**src/rtl/nwp_pkg.sv**
```systemverilog
package nwp_pkg;
  typedef enum logic [1:0] {
    TGT_NONE = 2'd0,
    TGT_LIN  = 2'd1,
    TGT_CELL = 2'd2,
    TGT_IRAM = 2'd3
  } nwp_tgt_e;

  typedef enum logic {
    ST_IDLE  = 1'b0,
    ST_MERGE = 1'b1
  } nwp_state_e;
endpackage

```
**src/rtl/nwp_decode.sv**
```systemverilog
module nwp_decode
  import nwp_pkg::*;
#(
  parameter int MODE_W = 16,
  parameter int MAG_W  = 8
) (
  input  logic [MODE_W-1:0] mode,
  output nwp_tgt_e          tgt,
  output logic              ovr,
  output logic [MAG_W-1:0]  inc_mag,
  output logic              inc_neg
);
  logic [2:0] code;

  always_comb begin
    code    = mode[13:11];
    inc_neg = mode[15];
    ovr     = mode[10];
    case (code)
      3'd0:    inc_mag = MAG_W'(0);
      3'd7:    inc_mag = MAG_W'(128);
      default: inc_mag = MAG_W'(1) << (code - 3'd1);
    endcase
    if (!mode[14] && mode[10:0] == 11'h01c)
      tgt = TGT_IRAM;
    else if (mode[9:0] == 10'h018)
      tgt = mode[14] ? TGT_CELL : TGT_LIN;
    else
      tgt = TGT_NONE;
  end
endmodule

```
**src/rtl/nwp_step.sv**
```systemverilog
module nwp_step
  import nwp_pkg::*;
#(
  parameter int ADDR_W      = 16,
  parameter int MAG_W       = 8,
  parameter int CELL_STRIDE = 31
) (
  input  logic [ADDR_W-1:0] addr,
  input  nwp_tgt_e          tgt,
  input  logic [MAG_W-1:0]  inc_mag,
  input  logic              inc_neg,
  output logic [ADDR_W-1:0] addr_nxt
);
  localparam logic [ADDR_W-1:0] ODD_STEP = ADDR_W'(CELL_STRIDE);
  logic [ADDR_W-1:0] mag_ext;

  always_comb begin
    mag_ext = ADDR_W'(inc_mag);
    case (tgt)
      TGT_LIN, TGT_IRAM: addr_nxt = inc_neg ? addr - mag_ext : addr + mag_ext;
      TGT_CELL:          addr_nxt = addr + (addr[0] ? ODD_STEP : ADDR_W'(1));
      default:           addr_nxt = addr;
    endcase
  end
endmodule

```
**src/rtl/nwp_merge.sv**
```systemverilog
module nwp_merge #(
  parameter int DATA_W = 16,
  parameter int NIB_W  = 4
) (
  input  logic [DATA_W-1:0] old_word,
  input  logic [DATA_W-1:0] new_word,
  output logic [DATA_W-1:0] merged
);
  localparam int NIBBLES = DATA_W / NIB_W;

  for (genvar g = 0; g < NIBBLES; g++) begin : g_nib
    assign merged[g*NIB_W +: NIB_W] = (new_word[g*NIB_W +: NIB_W] != '0)
                                      ? new_word[g*NIB_W +: NIB_W]
                                      : old_word[g*NIB_W +: NIB_W];
  end
endmodule

```
**src/rtl/nibble_write_port.sv**
```systemverilog
module nibble_write_port
  import nwp_pkg::*;
#(
  parameter int                ADDR_W      = 16,
  parameter int                DATA_W      = 16,
  parameter int                MODE_W      = 16,
  parameter int                NIB_W       = 4,
  parameter int                CELL_STRIDE = 31,
  parameter logic [ADDR_W-1:0] IRAM_BASE   = 16'h8000,
  parameter logic [ADDR_W-1:0] IRAM_MASK   = 16'hfc00
) (
  input  logic              clk,
  input  logic              rst_n,
  input  logic              cfg_load,
  input  logic [MODE_W-1:0] cfg_mode,
  input  logic [ADDR_W-1:0] cfg_addr,
  input  logic              wr_valid,
  input  logic [DATA_W-1:0] wr_data,
  output logic              busy,
  output logic              mem_re,
  output logic              mem_we,
  output logic              mem_iram,
  output logic [ADDR_W-1:0] mem_addr,
  output logic [DATA_W-1:0] mem_wdata,
  input  logic [DATA_W-1:0] mem_rdata,
  output logic              addr_bad
);
  localparam int MAG_W   = 8;
  localparam int NIBBLES = DATA_W / NIB_W;

  nwp_state_e        state_q, state_n;
  logic [ADDR_W-1:0] addr_q, addr_n, addr_step;
  logic [MODE_W-1:0] mode_q;
  logic [DATA_W-1:0] hold_q, merged;
  logic              hold_en;
  nwp_tgt_e          tgt;
  logic              ovr, inc_neg, accept;
  logic [MAG_W-1:0]  inc_mag;

  nwp_decode #(.MODE_W(MODE_W), .MAG_W(MAG_W)) u_dec (
    .mode(mode_q), .tgt(tgt), .ovr(ovr), .inc_mag(inc_mag), .inc_neg(inc_neg)
  );

  nwp_step #(.ADDR_W(ADDR_W), .MAG_W(MAG_W), .CELL_STRIDE(CELL_STRIDE)) u_step (
    .addr(addr_q), .tgt(tgt), .inc_mag(inc_mag), .inc_neg(inc_neg), .addr_nxt(addr_step)
  );

  nwp_merge #(.DATA_W(DATA_W), .NIB_W(NIB_W)) u_merge (
    .old_word(mem_rdata), .new_word(hold_q), .merged(merged)
  );

  assign busy     = (state_q == ST_MERGE);
  assign mem_addr = addr_q;
  assign accept   = wr_valid && !busy && !cfg_load && (tgt != TGT_NONE);

  always_comb begin
    state_n   = state_q;
    addr_n    = addr_q;
    hold_en   = 1'b0;
    mem_re    = 1'b0;
    mem_we    = 1'b0;
    mem_iram  = 1'b0;
    mem_wdata = wr_data;
    addr_bad  = 1'b0;
    if (cfg_load) begin
      state_n = ST_IDLE;
      addr_n  = cfg_addr;
    end else if (state_q == ST_MERGE) begin
      mem_we    = 1'b1;
      mem_wdata = merged;
      addr_n    = addr_step;
      state_n   = ST_IDLE;
    end else if (accept) begin
      if (ovr && tgt != TGT_IRAM) begin
        mem_re  = 1'b1;
        hold_en = 1'b1;
        state_n = ST_MERGE;
      end else begin
        mem_we   = 1'b1;
        mem_iram = (tgt == TGT_IRAM);
        addr_bad = (tgt == TGT_IRAM) && ((addr_q & IRAM_MASK) != IRAM_BASE);
        addr_n   = addr_step;
      end
    end
  end

  always_ff @(posedge clk or negedge rst_n) begin
    if (!rst_n) begin
      state_q <= ST_IDLE;
      addr_q  <= '0;
      mode_q  <= '0;
      hold_q  <= '0;
    end else begin
      state_q <= state_n;
      addr_q  <= addr_n;
      if (cfg_load) mode_q <= cfg_mode;
      if (hold_en)  hold_q <= wr_data;
    end
  end

  AST_RD_WR_EXCL: assert property (@(posedge clk) disable iff (!rst_n)
    !(mem_re && mem_we));
  AST_RD_THEN_BUSY: assert property (@(posedge clk) disable iff (!rst_n)
    mem_re |=> busy);
  AST_RD_ADDR_HELD: assert property (@(posedge clk) disable iff (!rst_n)
    mem_re |=> (mem_addr == $past(mem_addr)));
  AST_BUSY_WRITES: assert property (@(posedge clk) disable iff (!rst_n)
    (busy && !cfg_load) |-> (mem_we && !mem_iram));
  AST_LOAD_CANCELS: assert property (@(posedge clk) disable iff (!rst_n)
    cfg_load |-> !mem_we);
  AST_BAD_ONLY_IRAM: assert property (@(posedge clk) disable iff (!rst_n)
    addr_bad |-> (mem_we && mem_iram));
  AST_CELL_STEP: assert property (@(posedge clk) disable iff (!rst_n)
    (mem_we && tgt == TGT_CELL && !cfg_load) |=>
      (mem_addr == $past(mem_addr) + ($past(mem_addr[0]) ? ADDR_W'(CELL_STRIDE) : ADDR_W'(1))));

  for (genvar g = 0; g < NIBBLES; g++) begin : g_chk
    AST_NIB_TAKEN: assert property (@(posedge clk) disable iff (!rst_n)
      (busy && !cfg_load && hold_q[g*NIB_W +: NIB_W] != '0) |->
        (mem_wdata[g*NIB_W +: NIB_W] == hold_q[g*NIB_W +: NIB_W]));
  end
endmodule

```
**config.mk**
```make
export PLATFORM = sky130hd
export DESIGN_NAME = nibble_write_port
export DESIGN_NICKNAME = d
export VERILOG_FILES = /design/src/rtl/nwp_pkg.sv /design/src/rtl/nwp_decode.sv /design/src/rtl/nwp_step.sv /design/src/rtl/nwp_merge.sv /design/src/rtl/nibble_write_port.sv
export SDC_FILE = /design/constraint.sdc
export NUM_CORES = 1
export LEC_CHECK = 0
export ABC_AREA = 1
export CORE_MARGIN = 2
export CORE_UTILIZATION = 49
export CTS_BUF_LIST = sky130_fd_sc_hd__clkbuf_2
export CTS_CLUSTER_DIAMETER = 30
export DETAILED_ROUTE_END_ITERATION = 8
export GPL_ROUTABILITY_DRIVEN = 0
export GPL_TIMING_DRIVEN = 1
export HOLD_SLACK_MARGIN = 0.06
export PLACE_DENSITY = 0.83
export SYNTH_ARGS = -nofsm -noshare
export SYNTH_HDL_FRONTEND = slang
export SYNTH_SLANG_ARGS = --single-unit
```
**constraint.sdc**
```tcl
create_clock -name clk -period 4 [get_ports clk]
set_input_delay 0.8 -clock clk [delete_from_list [all_inputs] [get_ports clk]]
set_output_delay 0.8 -clock clk [all_outputs]
set_load 0.02 [all_outputs]
```
* Word level (Yosys, flattened, before mapping) *
Cells that the tools add are included.

storage, ports and cells
  flip-flop bits (word level) = 49
  bits in latches = 0
  memory bits (writable) = 0
  bits in read-only memories = 0
  input port bits = 68
  output and inout port bits = 37
  memories kept = 0

operators by class
  add/subtract/negate cells = 4
  multipliers = 0
  divide/modulo/power cells = 0
  $lt $le $gt $ge = 0
  equality and inequality tests = 9
  shifts and indexed selects = 1
  mux-type cells = 33
  bitwise gates (word level) = 0
  reduce and logical (&&, ||, !) cells = 18

operator list
  kind                                                                    count
  16-bit two-way mux                                                      7
  16-bit case mux with 2 select lines                                     1
  16-bit adder                                                            1
  16-bit by 8-bit adder with 16-bit output                                1
  1-bit two-way mux                                                       16
  4-bit two-way mux                                                       4
  8-bit case mux with 2 select lines                                      1
  4-bit nonzero test                                                      4
  16-bit by 8-bit subtractor with 16-bit output                           1
  11-bit by 5-bit equality test with 1-bit output, second input constant  1
  10-bit by 5-bit equality test with 1-bit output, second input constant  1
  1-bit by 3-bit << shifter with 8-bit output, first input constant       1
  1-bit logical AND                                                       6
  2-bit two-way mux                                                       3
  6-bit inequality test, second input constant                            1
  5-bit two-way mux                                                       1
  2-bit equality test, second input constant                              2
  3-bit equality test, second input constant                              1
  1-bit zero test                                                         3
  3-bit zero test                                                         1
  3-bit inequality test, second input constant                            1
  3-bit nonzero test                                                      1
  3-bit by 1-bit subtractor with 3-bit output, second input constant      1
  2-bit by 1-bit equality test with 1-bit output, second input constant   1
  4 further kinds                                                         4

* Logic depth before layout (Yosys ltp) *
  depth in word-level cells = 10
  gate-level depth with buffers = 28

* Modules after synthesis *
Synthesis repeated with hierarchy kept, for this count alone.

second synthesis, totals
  cell total of the unflattened synthesis = 695
  area total of the unflattened synthesis = 4379.2 um^2

modules (own cells, without submodules)
  module             times used  cells each  area an instance (um^2)
  nibble_write_port  1           334         2521.2
  nwp_step           1           265         1435.1
  nwp_merge          1           56          250.2
  nwp_decode         1           40          172.7

* Worst setup path before layout *
OpenSTA, ideal clock, no wires.

  path kind = reg-to-reg
  start = register mode_q[12]
  end = register addr_q[13], in the netlist mem_addr[13]
  library setup time = 0.123 ns
  arrival time = 3.165 ns
  required time = 3.877 ns
  slack = 0.711 ns
  stages on the path, launching flop included = 24
  path buffers = 0
  period minus slack after synthesis = 3.289 ns
  cells stage by stage = dfrtp_1 inv_1 nand2_1 nor2_1 inv_1 ha_1 o21ai_2 ha_1 nand4_1 nor2_1 nand2_1 inv_1 nor2_1 ha_1 nand2_1 o21a_1 nand2_1 a21boi_1 o21ai_0 nand2_1 nand3_1 nand2_1 nor2_1 o21ai_1

between the ends
  cells in the longest elaborated chain, start to end = 10

RTL lines
  what                                                                                                              RTL line                 source
  from (decl)                                                                                                       nibble_write_port.sv:33  logic [MODE_W-1:0] mode_q;
  from (signal assigned)                                                                                            nibble_write_port.sv:96  if (cfg_load) mode_q <= cfg_mode;
  3-bit by 1-bit subtractor with 3-bit output                                                                       nwp_decode.sv:22         default: inc_mag = MAG_W'(1) << (code - 3'd1);
  1-bit by 3-bit << shifter with 8-bit output                                                                       nwp_decode.sv:22
  8-bit case mux with 2 select lines *                                                                              nwp_decode.sv:19         case (code)
  16-bit by 8-bit adder with 16-bit output / 16-bit by 8-bit subtractor with 16-bit output (equally long branches)  nwp_step.sv:20           TGT_LIN, TGT_IRAM: addr_nxt = inc_neg ? addr - mag_ext : addr + mag_ext;
  16-bit two-way mux *                                                                                              nwp_step.sv:20
  16-bit case mux with 2 select lines *                                                                             nwp_step.sv:19           case (tgt)
  16-bit two-way mux                                                                                                nibble_write_port.sv:74  if (ovr && tgt != TGT_IRAM) begin
  16-bit two-way mux                                                                                                nibble_write_port.sv:73  end else if (accept) begin
  16-bit two-way mux *                                                                                              nibble_write_port.sv:68  end else if (state_q == ST_MERGE) begin
  16-bit two-way mux *                                                                                              nibble_write_port.sv:65  if (cfg_load) begin
  to (signal assigned)                                                                                              nibble_write_port.sv:95  addr_q <= addr_n;
  to (decl)                                                                                                         nibble_write_port.sv:32  logic [ADDR_W-1:0] addr_q, addr_n, addr_step;

Mark *: on every way between the ends. The rest lies on a longest branch, timed or not. The select of a mux whose other input is x is not followed.
A chain may end at the register's enable or synchronous reset.

* Final worst setup path *
  start = input cfg_load
  end = output addr_bad

between the ends
  cells in the longest elaborated chain, start to end = 6

RTL lines
  what                            RTL line                 source
  from (decl)                     nibble_write_port.sv:14  input logic cfg_load,
  1-bit zero test                 nibble_write_port.sv:54  assign accept = wr_valid && !busy && !cfg_load && (tgt != TGT_NONE);
  1-bit logical AND (2 in a row)  nibble_write_port.sv:54
  1-bit two-way mux               nibble_write_port.sv:73
  1-bit two-way mux               nibble_write_port.sv:68
  1-bit two-way mux *             nibble_write_port.sv:65
  to (decl)                       nibble_write_port.sv:26  output logic addr_bad

Mark *: on every way between the ends. The rest lies on a longest branch, timed or not.

==> impl_metrics.py <==
metrics = {
    "drt": {
        "drc": 0,
        "num_vias": 3642,
        "drtIter0Drc": 235,
        "viasPerCell": 5.17,
        "wl_per_cell_um": 13.6,
        "drt-total-wl_um": 9610,
        "first_pass_iters": 4,
        "antenna_left": 0,
    },
    "timing": {
        "setup_viol": 0,
        "drv_slew": 0,
        "skew_ns": 0.0248,
        "tightestPinTransition_ns": 1.12,
        "fmax_mhz": 273,
        "period_needed_ns": 3.66,
        "hold_viol_final": 0,
        "maxSlewHeadroom_pct": 25.5,
        "period_share_pct": 91.5,
        "fin_hold_ws_ns": 0.515,
    },
    "critical_path": {
        "r2r-start": "mode_q[12]",
        "reg2reg_depth": 26,
        "worst_setup_path_end_kind": "primary output",
        "arrival_ns": 2.86,
        "start_kind": "input port",
        "startpoint": "cfg_load",
        "path_max_fanout": 8,
        "reg2reg_slack_ns": 0.35,
        "required_ns": 3.20,
        "path_class": "in -> out",
        "r2r_end": "mem_addr[10]",
        "endpoint": "addr_bad",
    },
    "synth": {
        "synth_compound_area_share_pct": 17.1,
        "synth_seq_cells": 49,
        "synth-xor-area-share_pct": 2.97,
        "syn_nets": 591,
        "ys_types": 35,
        "synth-main-ff-cell": "dfrtp_1",
        "synthMuxAreaShare_pct": 0,
        "syn_inst": 504,
        "synthSimpleGateAreaFrac_pct": 29.0,
        "synth-adder-area-share_pct": 6.92,
        "yosys_warnings": 0,
        "synth_top_family_by_area": "simple AND/OR/NAND/NOR gates",
        "synth-edff-count": 0,
        "syn_avg_cell_area_um2": 7.03,
        "netlist_area_um2": 3540,
        "synth-seq-area-share_pct": 34.6,
        "synthArstFlopShare_pct": 100,
    },
    "floorplanning": {
        "rows": 31,
        "fp.dieW_um": 89.1,
        "start_util_pct": 49.7,
        "coreArea_um2": 7140,
        "dieArea_um2": 7930,
        "ios": 105,
        "die-height_um": 89.1,
    },
    "final_layout": {
        "drive_gt1_share_pct": 7.43,
        "nets": 692,
        "area_growth_syn_to_layout_pct": 33.2,
        "diodes": 0,
        "stdcell_area_um2": 4720,
    },
    "power": {
        "cellPowerDensity_nw_per_um2": 410,
        "leakagePower_nw": 2.19,
        "ir_worst_vdd_mv": 0.180,
        "p_total_mw": 1.93,
    },
    "global_routing": {
        "grt_start_max_net_pins": 50,
        "grt_overflow": 0,
        "grt_pass1_wl_um": 15600,
        "grtUsageTotal_pct": 25.0,
        "antenna_found_initial": 0,
        "grt_pass1_vias": 3572,
    },
    "cts": {
        "numCtsBuffers": 5,
        "hold_buffers": 0,
        "clk_pin_slew_ns": 0.28,
        "cts.sinks": 49,
        "h-tree-depth": 2,
        "clock_latency_ns": 0.45,
        "clockBufferDepth": 2,
        "cts_tree": "built",
        "cts-root-buf": "clkbuf_2",
    },
    "place": {
        "dp_hpwl_um": 7350,
        "place_area_um2": 4640,
        "port_buffers": 104,
    },
    "run": {
        "maxCapViolCount": 0,
    },
    "worst_hold_path": {
        "hold_path.class": "in -> async",
    },
    "run_status": {
        "status": "finished clean",
    },
}
-- cell usage after synthesis (4+ instances only) --
master | n | area share, %
a21oi_1 | 24 | 3.4
buf_6 | 4 | 1.3
xor2_1 | 4 | 0.99
o21ai_1 | 6 | 0.85
dfrtp_1 | 49 | 35
xnor2_1 | 8 | 2.0
inv_1 | 57 | 6.0
nand2_2 | 6 | 1.1
nor4_1 | 6 | 1.1
o21ai_0 | 49 | 6.9
clkbuf_1 | 10 | 1.1
nand4_1 | 4 | 0.71
ha_1 | 18 | 6.4
nor2_1 | 52 | 5.5
nand2_1 | 135 | 14
nand3_1 | 18 | 2.5
nand3_2 | 6 | 1.7
a31oi_1 | 18 | 3.2
-- layout make-up --
cell class	count	area (um2)
sequential	49	1230
tap	99	124
clock inverter	3	22.5
clock buffer	5	25.0
fill	665	2420
inverter	60	230
multi-input combinational	377	1990
timing repair buffer	112	1100
-- timing repair --
action | 4_1_cts | 5_1_grt
endpoints found under the setup margin | 0 | 6
resized for setup | 0 | 9
setup buffers | 0 | 3
-- per-stage QoR --
stage / utilization [%] / setup TNS [ns] / cells / worst slack, ns
4_1_cts: 65.6 / 0 / 702 / 0.184
5_1_grt: 66.1 / -0.0690 / 705 / -0.0358
3_3_place_gp: 65.0 / 0 / 694 / 0.363
3_5_place_dp: 65.0 / 0 / 694 / 0.211
2_1_floorplan: - / 0 / 504 / 0.711
6_report: 66.1 / 0 / 705 / 0.339
-- per-layer routing --
| metal | global-route usage [%] | part of all wire (%) | vias to the layer above |
|---|---|---|---|
| met5 | 0 | 0 | - |
| met4 | 8.96 | 1.4 | 0 |
| met3 | 6.46 | 8.5 | 12 |
| met2 | 42.7 | 48 | 122 |
| met1 | 30.6 | 42 | 1658 |
| li1 | - | - | 1850 |
-- report_power, final --
part / switching [mW] / internal, mW / total (mW)
Sequential: 0.0752 / 0.564 / 0.639
Clock: 0.169 / 0.0448 / 0.214
Combinational: 0.603 / 0.478 / 1.08
-- cells by family (layout without fill, tap and decap cells) --
kind of cell | Yosys count | in the layout
compound gates | 110 | 110
xor+xnor | 12 | 12
fa+ha+maj | 19 | 19
buf+inv | 78 | 180
flops | 49 | 49
simple gates | 236 | 236
-- worst min-delay path by stage --
stage | from | to | slack (ns) | cells past startpoint
4_1_cts | mode_q[4] | mode_q[4] | 0.52 | 2
3_5_place_dp | mode_q[4] | mode_q[4] | 0.46 | 2
5_1_grt | rst_n | mode_q[5] | 0.57 | 1
2_1_floorplan | mode_q[4] | mode_q[4] | 0.44 | 2
6_report | rst_n | hold_q[11] | 0.52 | 1
3_3_place_gp | mode_q[4] | mode_q[4] | 0.46 | 2
-- flip-flops by register name, summed over array words and instances (netlist names) --
name and flops:
mode_q 16, hold_q 16, busy 1, mem_addr 16
-- cells in the final DEF (no fill, tap or decap), types with 2 or more instances in the layout --
master | Yosys | final
inv_1 | 57 | 57
nor3_1 | 2 | 2
o21ai_0 | 49 | 46
clkbuf_2 | 0 | 5
nor4_1 | 6 | 6
o21ai_1 | 6 | 8
o21ai_2 | 2 | 3
ha_1 | 18 | 17
xor2_1 | 4 | 4
nand4_1 | 4 | 4
o22ai_1 | 3 | 3
nand3_2 | 6 | 6
a21oi_1 | 24 | 24
inv_2 | 2 | 2
nor2_2 | 3 | 5
dfrtp_2 | 0 | 2
nand2_1 | 135 | 135
nand2_2 | 6 | 6
clkdlybuf4s50_1 | 0 | 103
clkinv_4 | 0 | 2
buf_4 | 1 | 8
o211ai_1 | 3 | 3
nand3_1 | 18 | 18
a31oi_1 | 18 | 18
xnor2_1 | 8 | 8
o21a_1 | 3 | 3
nor2_1 | 52 | 50
dfrtp_1 | 49 | 47
-- worst max-delay path, stage by stage --
cell,delay (ns)
clkdlybuf4s50_1,0.58
nor3b_1,0.28
inv_1,0.10
a311oi_1,0.40
clkdlybuf4s50_1,0.70
(Power assumes the default switching activity.)
